### src/rtl/raster_timing_gen.sv
module raster_timing_gen #(
  parameter int RASTER_PRESET = 64
) (
  input  logic       clk,
  input  logic       rst_n,
  input  logic       pix_en,
  input  logic [4:0] hsw,
  input  logic [6:0] hds,
  input  logic [6:0] hdw,
  input  logic [6:0] hde,
  input  logic [4:0] vsw,
  input  logic [7:0] vds,
  input  logic [8:0] vdw,
  input  logic [7:0] vcr,
  input  logic [9:0] rcr,
  input  logic       rc_irq_en,
  input  logic       vb_irq_en,
  input  logic [9:0] scroll_x_in,
  input  logic [8:0] scroll_y_in,
  input  logic       scroll_y_wr,
  output logic       hsync,
  output logic       vsync,
  output logic       disp_active,
  output logic       line_start,
  output logic [9:0] scroll_x,
  output logic [8:0] scroll_y,
  output logic [9:0] raster_cnt,
  output logic       rc_irq,
  output logic       vb_irq
);

  typedef enum logic [1:0] {PH_SYNC, PH_START, PH_DISP, PH_END} phase_t;

  phase_t     hph, vph;
  logic [2:0] px;
  logic [6:0] hcnt;
  logic [8:0] vcnt;
  logic       y_pend;
  logic [6:0] hlim;
  logic [8:0] vlim;

  always_comb begin
    case (hph)
      PH_SYNC:  hlim = {2'b00, hsw};
      PH_START: hlim = hds;
      PH_DISP:  hlim = hdw;
      default:  hlim = hde;
    endcase
    case (vph)
      PH_SYNC:  vlim = {4'b0000, vsw};
      PH_START: vlim = {1'b0, vds} + 9'd1;
      PH_DISP:  vlim = vdw;
      default:  vlim = {1'b0, vcr} - 9'd1;
    endcase
  end

  wire        char_end  = pix_en && (px == 3'd7);
  wire        line_end  = char_end && (hcnt == hlim) && (hph == PH_END);
  wire        vdone     = (vcnt == vlim);
  wire        preset    = (vph == PH_START) && (vcnt == {1'b0, vds});
  wire [9:0]  rc_next   = preset ? 10'(RASTER_PRESET) : raster_cnt + 10'd1;
  wire phase_t vph_next = (vph == PH_DISP && vcr == 8'd0) ? PH_SYNC : phase_t'(vph + 2'd1);

  assign hsync       = (hph == PH_SYNC);
  assign vsync       = (vph == PH_SYNC);
  assign disp_active = (hph == PH_DISP) && (vph == PH_DISP);

  always_ff @(posedge clk or negedge rst_n) begin
    if (!rst_n) begin
      hph        <= PH_SYNC;
      vph        <= PH_SYNC;
      px         <= '0;
      hcnt       <= '0;
      vcnt       <= '0;
      y_pend     <= 1'b0;
      line_start <= 1'b0;
      rc_irq     <= 1'b0;
      vb_irq     <= 1'b0;
      raster_cnt <= '0;
      scroll_x   <= '0;
      scroll_y   <= '0;
    end else begin
      line_start <= line_end;
      rc_irq     <= line_end && rc_irq_en && (rc_next == rcr);
      vb_irq     <= line_end && vb_irq_en && (vph == PH_DISP) && vdone;
      if (pix_en) px <= px + 3'd1;
      if (char_end) begin
        if (hcnt == hlim) begin
          hcnt <= '0;
          hph  <= phase_t'(hph + 2'd1);
        end else begin
          hcnt <= hcnt + 7'd1;
        end
      end
      if (line_end) begin
        if (vdone) begin
          vcnt <= '0;
          vph  <= vph_next;
        end else begin
          vcnt <= vcnt + 9'd1;
        end
        raster_cnt <= rc_next;
        scroll_x   <= scroll_x_in;
        scroll_y   <= (y_pend || scroll_y_wr) ? scroll_y_in + 9'd1 : scroll_y + 9'd1;
        y_pend     <= 1'b0;
      end else if (scroll_y_wr) begin
        y_pend <= 1'b1;
      end
    end
  end

endmodule


### config.mk
export PLATFORM = sky130hd
export DESIGN_NAME = raster_timing_gen
export DESIGN_NICKNAME = d
export VERILOG_FILES = /design/src/rtl/raster_timing_gen.sv
export SDC_FILE = /design/constraint.sdc
export NUM_CORES = 1
export LEC_CHECK = 0
export BUFFER_PORTS_ARGS = -buffer_cell sky130_fd_sc_hd__buf_2
export CORE_MARGIN = 2
export CORE_UTILIZATION = 48
export DETAILED_ROUTE_END_ITERATION = 6
export HOLD_SLACK_MARGIN = 0.03
export PLACE_DENSITY = 0.87
export SLEW_MARGIN = 10
export SYNTH_ARGS = -nofsm -noshare
export SYNTH_HDL_FRONTEND = slang
export SYNTH_SLANG_ARGS = --single-unit
### constraint.sdc
create_clock -name clk -period 2.69 [get_ports clk]
set_input_delay 0.538 -clock clk [delete_from_list [all_inputs] [get_ports clk]]
set_output_delay 0.538 -clock clk [all_outputs]
set_load 0.01 [all_outputs]
Word-level counts from Yosys, hierarchy flattened
Index checks and enable logic that the tools add are counted.
{ "totals": {"ff_bits": 56, "in_bits": 91} }
{ "op_classes": {"n_reduce_logical": 18, "eq_ne": 10, "n_mux": 9, "add_sub_neg": 10} }
{ "op_table": {"columns": ["op", "n"], "rows": [
  ["$add 9x1->9 const B", 3],
  ["$pmux 9 s3", 1],
  ["$pmux 7 s3", 1],
  ["$mux 9", 2],
  ["$logic_and 1x1->1", 11],
  ["$add 10x1->10 const B", 1],
  ["$eq 10x10->1", 1],
  ["$mux 10", 1],
  ["$add 8x1->9 const B", 1],
  ["$eq 9x8->1", 1],
  ["$eq 9x9->1", 1],
  ["$sub 8x1->9 const B", 1],
  ["$logic_not 8->1", 1],
  ["$add 7x1->7 const B", 1],
  ["$eq 7x7->1", 1],
  ["$mux 7", 1],
  ["$eq 2x2->1 const B", 3],
  ["$add 2x1->2 const B", 2],
  ["$eq 2x1->1 const B", 2],
  ["$logic_not 2->1", 2],
  ["$reduce_and 2->1", 2],
  ["$add 3x1->3 const B", 1],
  ["$eq 3x3->1 const B", 1],
  ["$mux 1", 2],
  ["3 further kinds", 3]
]} }

Depth between registers and ports, before layout
{ "logic_depth": {"word_depth": 8, "mapped_depth": 13, "ltp_nobuf": 10} }

Least setup slack after synthesis
Ideal clock, no wire load.
{ "synth_path": {"path_type": "register to register", "start": "reg hph[0]", "end": "reg vph[0]", "setup_slack_ns": -0.171, "arrival_ns": 2.736, "synth_period_minus_slack_ns": 2.861, "stages_incl_launch_ff": 12, "cell_sequence": "dfrtp_1 inv_1 ha_1 clkbuf_1 a22oi_1 o21ai_0 xor2_1 or4_1 or2_1 buf_2 nor3_2 mux2_2"} }
{ "synth_between": {"elab_chain_len": 6, "elab_cells_between_ends": 9, "cone_classes": "eq/ne: 4; mux: 1; reduce/logical: 4"} }
{ "synth_lines": {"columns": ["item", "line_no", "text"], "rows": [
  ["from (decl)", "34", "phase_t hph, vph;"],
  ["from (signal assigned)", "90", "hph <= phase_t'(hph + 2'd1);"],
  ["$eq 2x2->1, or another cell as far along", "43", "case (hph)"],
  ["$pmux 7 s3", "43", null],
  ["$eq 7x7->1", "58", "wire line_end = char_end && (hcnt == hlim) && (hph == PH_END);"],
  ["$logic_and 1x1->1", "58", null],
  ["$logic_and 1x1->1 (*)", "58", null],
  ["$reduce_and 2->1 (no line) (*)", null, null],
  ["to (signal assigned)", "98", "vph <= vph_next;"],
  ["to (decl)", "34", null]
]} }
Mark *: on every way between the ends. The rest lies on a longest branch, timed or not.
A chain may end at the register's enable or synchronous reset.

Worst setup path in the final report
{ "layout_path": {"start": "reg hph[1]", "end": "reg vcnt[7]"} }
{ "layout_between": {"elab_chain_len": 5, "elab_cells_between_ends": 8, "cone_classes": "eq/ne: 4; mux: 1; reduce/logical: 3"} }
{ "layout_lines": {"columns": ["item", "line_no", "text"], "rows": [
  ["$eq 2x2->1, or another cell as far along", "43", null],
  ["$pmux 7 s3", "43", null],
  ["$eq 7x7->1", "58", null],
  ["$logic_and 1x1->1", "58", null],
  ["$logic_and 1x1->1 (*)", "58", null],
  ["to (signal assigned)", "100", "vcnt <= vcnt + 9'd1;"],
  ["to (decl)", "37", "logic [8:0] vcnt;"]
]} }
Marked as above.

==> metrics.txt <==
cell mode on critical path=or4_4; Worst-Margin Slew=0.7179 ns; GR Util All Layers=25.03%; Worst Path Arrival=3.06 ns; Yosys reg bits=56; final setup skew=0.008972 ns; critical path type=reg2reg; Area Growth Syn to Fin=32.67%; Synth Instances=516; Routed Antenna Nets=0; Worst Path Buf+Inv=1; combinational family with the most area after synthesis=simple AND/OR/NAND/NOR gates; Distinct cells, synth=66; Core Region=8721 um2; buffers added on ports=125; Max Cap Violations=0; post-cts hold buffer count=0; Post-Synth Adder-Cell Area=3.768%; largest net degree at the start of global routing=57; Final Wtd Congestion=0.8503; Compound-Gate Fraction of Synth Area=19.83%; Post-synth EDFFs=0; syn avg cell area=8.366 um2; status=finished with violations; DRT Wirelength=12,660 um; clock sink count=56; post-synthesis mux area share=6.609%; residual DRC count=0; Peak Freq=0.3523 GHz; Post-Synth XOR/XNOR Area=9.275%; most used routing layer=met2; Via Count=4,674; DR iter-0 viols=348; GRT Residual Overflow=0; diodes inserted=0; vias in the first global route=4,698; die footprint=9767 um2; fin util=65.67%; crit path max fanout=5; CP delay by family, top=simple AND/OR/NAND/NOR gates; CTS Buf Count=5; io pins=126; Via density=5.985; buffer depth of the longest clock path=2; Leak=2.755 nW; CP Launch Type=flop; hpwl dp=9487 um; CP required=2.91 ns; Starting Density=49.50%; crit-path cells=inv_2, ha_4, a222oi_1, mux2i_1, xor2_1, or4_4, or2_4, or4_4, o211ai_1; Ys Warns=0; WL per Instance=16.21 um; post-layout net count=777; Final period util=105.5%; antenna violations before repair=0; RSZ-0062 raised after global routing=true; Synth Area in Simple Gates=23.28%; first-pass GRT wire length=20,690 um; Die Y=98.83 um; DP Area=5380 um2; sequential-to-total area share from yosys stat=32.46%; setup slack, reg-to-reg=-0.15 ns; met3 usage=3.546%; pwr dens=364.0 nW/um2; Reg2Reg Depth=9; CTS clk-pin slew, worst paths=0.10 ns; Rel. slew slack=52.14%; H-Tree Depth=2; cell chosen for the clock root=clkbuf_8; GR Util met1=31.47%; Setup-failing EPs final=25; Slew Viols, Final=0; final instance area=5727 um2; RR Startpoint=hph[1]; floorplan row count=34; met2 global-route usage=43.76%; Worst VDD drop=0.2282 mV; die width=98.83 um; crit-path max cell delay=0.51 ns; CTS tree=built; clk_lat worst skew=0.31 ns; Post-Syn Area=4317 um2; first-pass iteration count of the detailed router=5; Final Worst Setup Slack=-0.1489 ns; failing checks=setup timing; slowest CP cell=or4_4; Syn Nets=620; Worst setup EP type=flop; r2r endpoint=vcnt[7]; Hold Vio Cnt, Final=0; Fillers=713; layout cells sized above 1=35.66%; Period minus WS final=2.839 ns; asr flop ratio synth=100.0%; worst hold path class=in2async; Top FF cell, synth=dfrtp_1
==> cell usage in the layout, fill, tap and decap left out, types with 5 or more instances in the layout <==
cell type and n:
buf_2 125, nand2_1 74, inv_1 17, mux2_2 5, a222oi_1 5, o21ai_1 6, nor3_1 9, dfrtp_1 55
nor2b_1 6, nand2b_1 11, a31oi_1 5, o21ai_0 18, nand3_1 27, mux2i_1 15, nor2_1 34, buf_4 49
xnor2_1 13, a21oi_1 23, xor2_1 29, clkbuf_8 5, ha_1 8, o211ai_1 7
==> power breakdown <==
part	internal [W]	switching, W
sequential	0.000924	0.0000891
clock	0.000177	0.000272
combinational	0.000314	0.000309
total	0.00141	0.000670
==> per-layer routing <==
layer  up-vias  wire length (um)
met5         -                 0
met4         0               314
met3        40               805
met2       219              6455
met1      2229              5088
li1       2186                 -
==> kinds of logic (layout without fill, tap and decap cells) <==
group           count (synthesis)  after routing
simple gates                  205            205
compound gates                122            122
flops                          56             56
buf+inv                        52            209
xor+xnor                       44             44
mux                            24             24
fa+ha+maj                      13             13
==> metrics by stage <==
| step | instances | worst slack [ns] | hold slack, ns | power (W) | setup TNS (ns) |
|---|---|---|---|---|---|
| floorplan | 516 | -0.04086 | 0.2424 | 0.001356 | -0.05637 |
| global placement | 768 | -0.2600 | 0.4543 | 0.001583 | -4.349 |
| detailed placement | 768 | -0.3095 | 0.4602 | 0.001631 | -8.855 |
| CTS | 778 | -0.1421 | 0.3873 | 0.002093 | -2.404 |
| global route | 781 | -0.2844 | 0.4178 | 0.002218 | -6.483 |
| finish | 781 | -0.1489 | 0.3539 | 0.002085 | -1.079 |
==> worst max path at each step <==
stage | startpoint | to | slack (ns) | depth (start not counted)
after global routing | hph[1] | vcnt[7] | -0.28 | 9
final | hph[1] | vcnt[7] | -0.15 | 9
after detailed placement | vcr[3] | vcnt[2] | -0.31 | 10
after CTS | hph[0] | vcnt[7] | -0.14 | 9
after floorplan | vcr[3] | vph[0] | -0.04 | 8
after global placement | vcr[3] | vph[0] | -0.26 | 9
==> Yosys cell counts, types with 11 or more instances <==
master,number,area (um2)
nand2_1,76,285.3
dfrtp_1,56,1401
nor2_1,34,127.6
xor2_1,29,254.0
o21ai_0,28,140.1
nand3_1,27,135.1
a21oi_1,23,115.1
clkbuf_1,22,82.58
inv_1,19,71.32
mux2i_1,15,150.1
xnor2_1,14,122.6
ha_1,13,162.7
nand2b_1,11,68.82
==> flip-flops by register name, indices dropped and copies added, names as in the netlist <==
name and cells:
raster_cnt 10, y_pend 1, vph 2, hph 2, vb_irq 1, px 3, scroll_x 10, scroll_y 9
hcnt 7, vcnt 9, rc_irq 1, line_start 1
==> cell type report <==
cell class / count / area [um2] / area share [%]
inverters: 20 / 82.58 / 1.442
multi-input cells: 408 / 2898 / 50.60
flip-flops and latches: 56 / 1403 / 24.49
repair buffers: 182 / 1127 / 19.69
well taps: 108 / 135.1 / 2.360
clock inverters: 2 / 12.51 / 0.2185
clock buffers: 5 / 68.82 / 1.202
==> what timing repair did <==
action / in CTS / in global routing
pin swaps: 5 / 5
hold endpoints to repair: 0 / 0
setup buffers: 1 / 1
setup endpoints to repair: 41 / 43
gates cloned: 2 / 2
resized for setup: 28 / 25
Power figures use the tool's default switching activity.
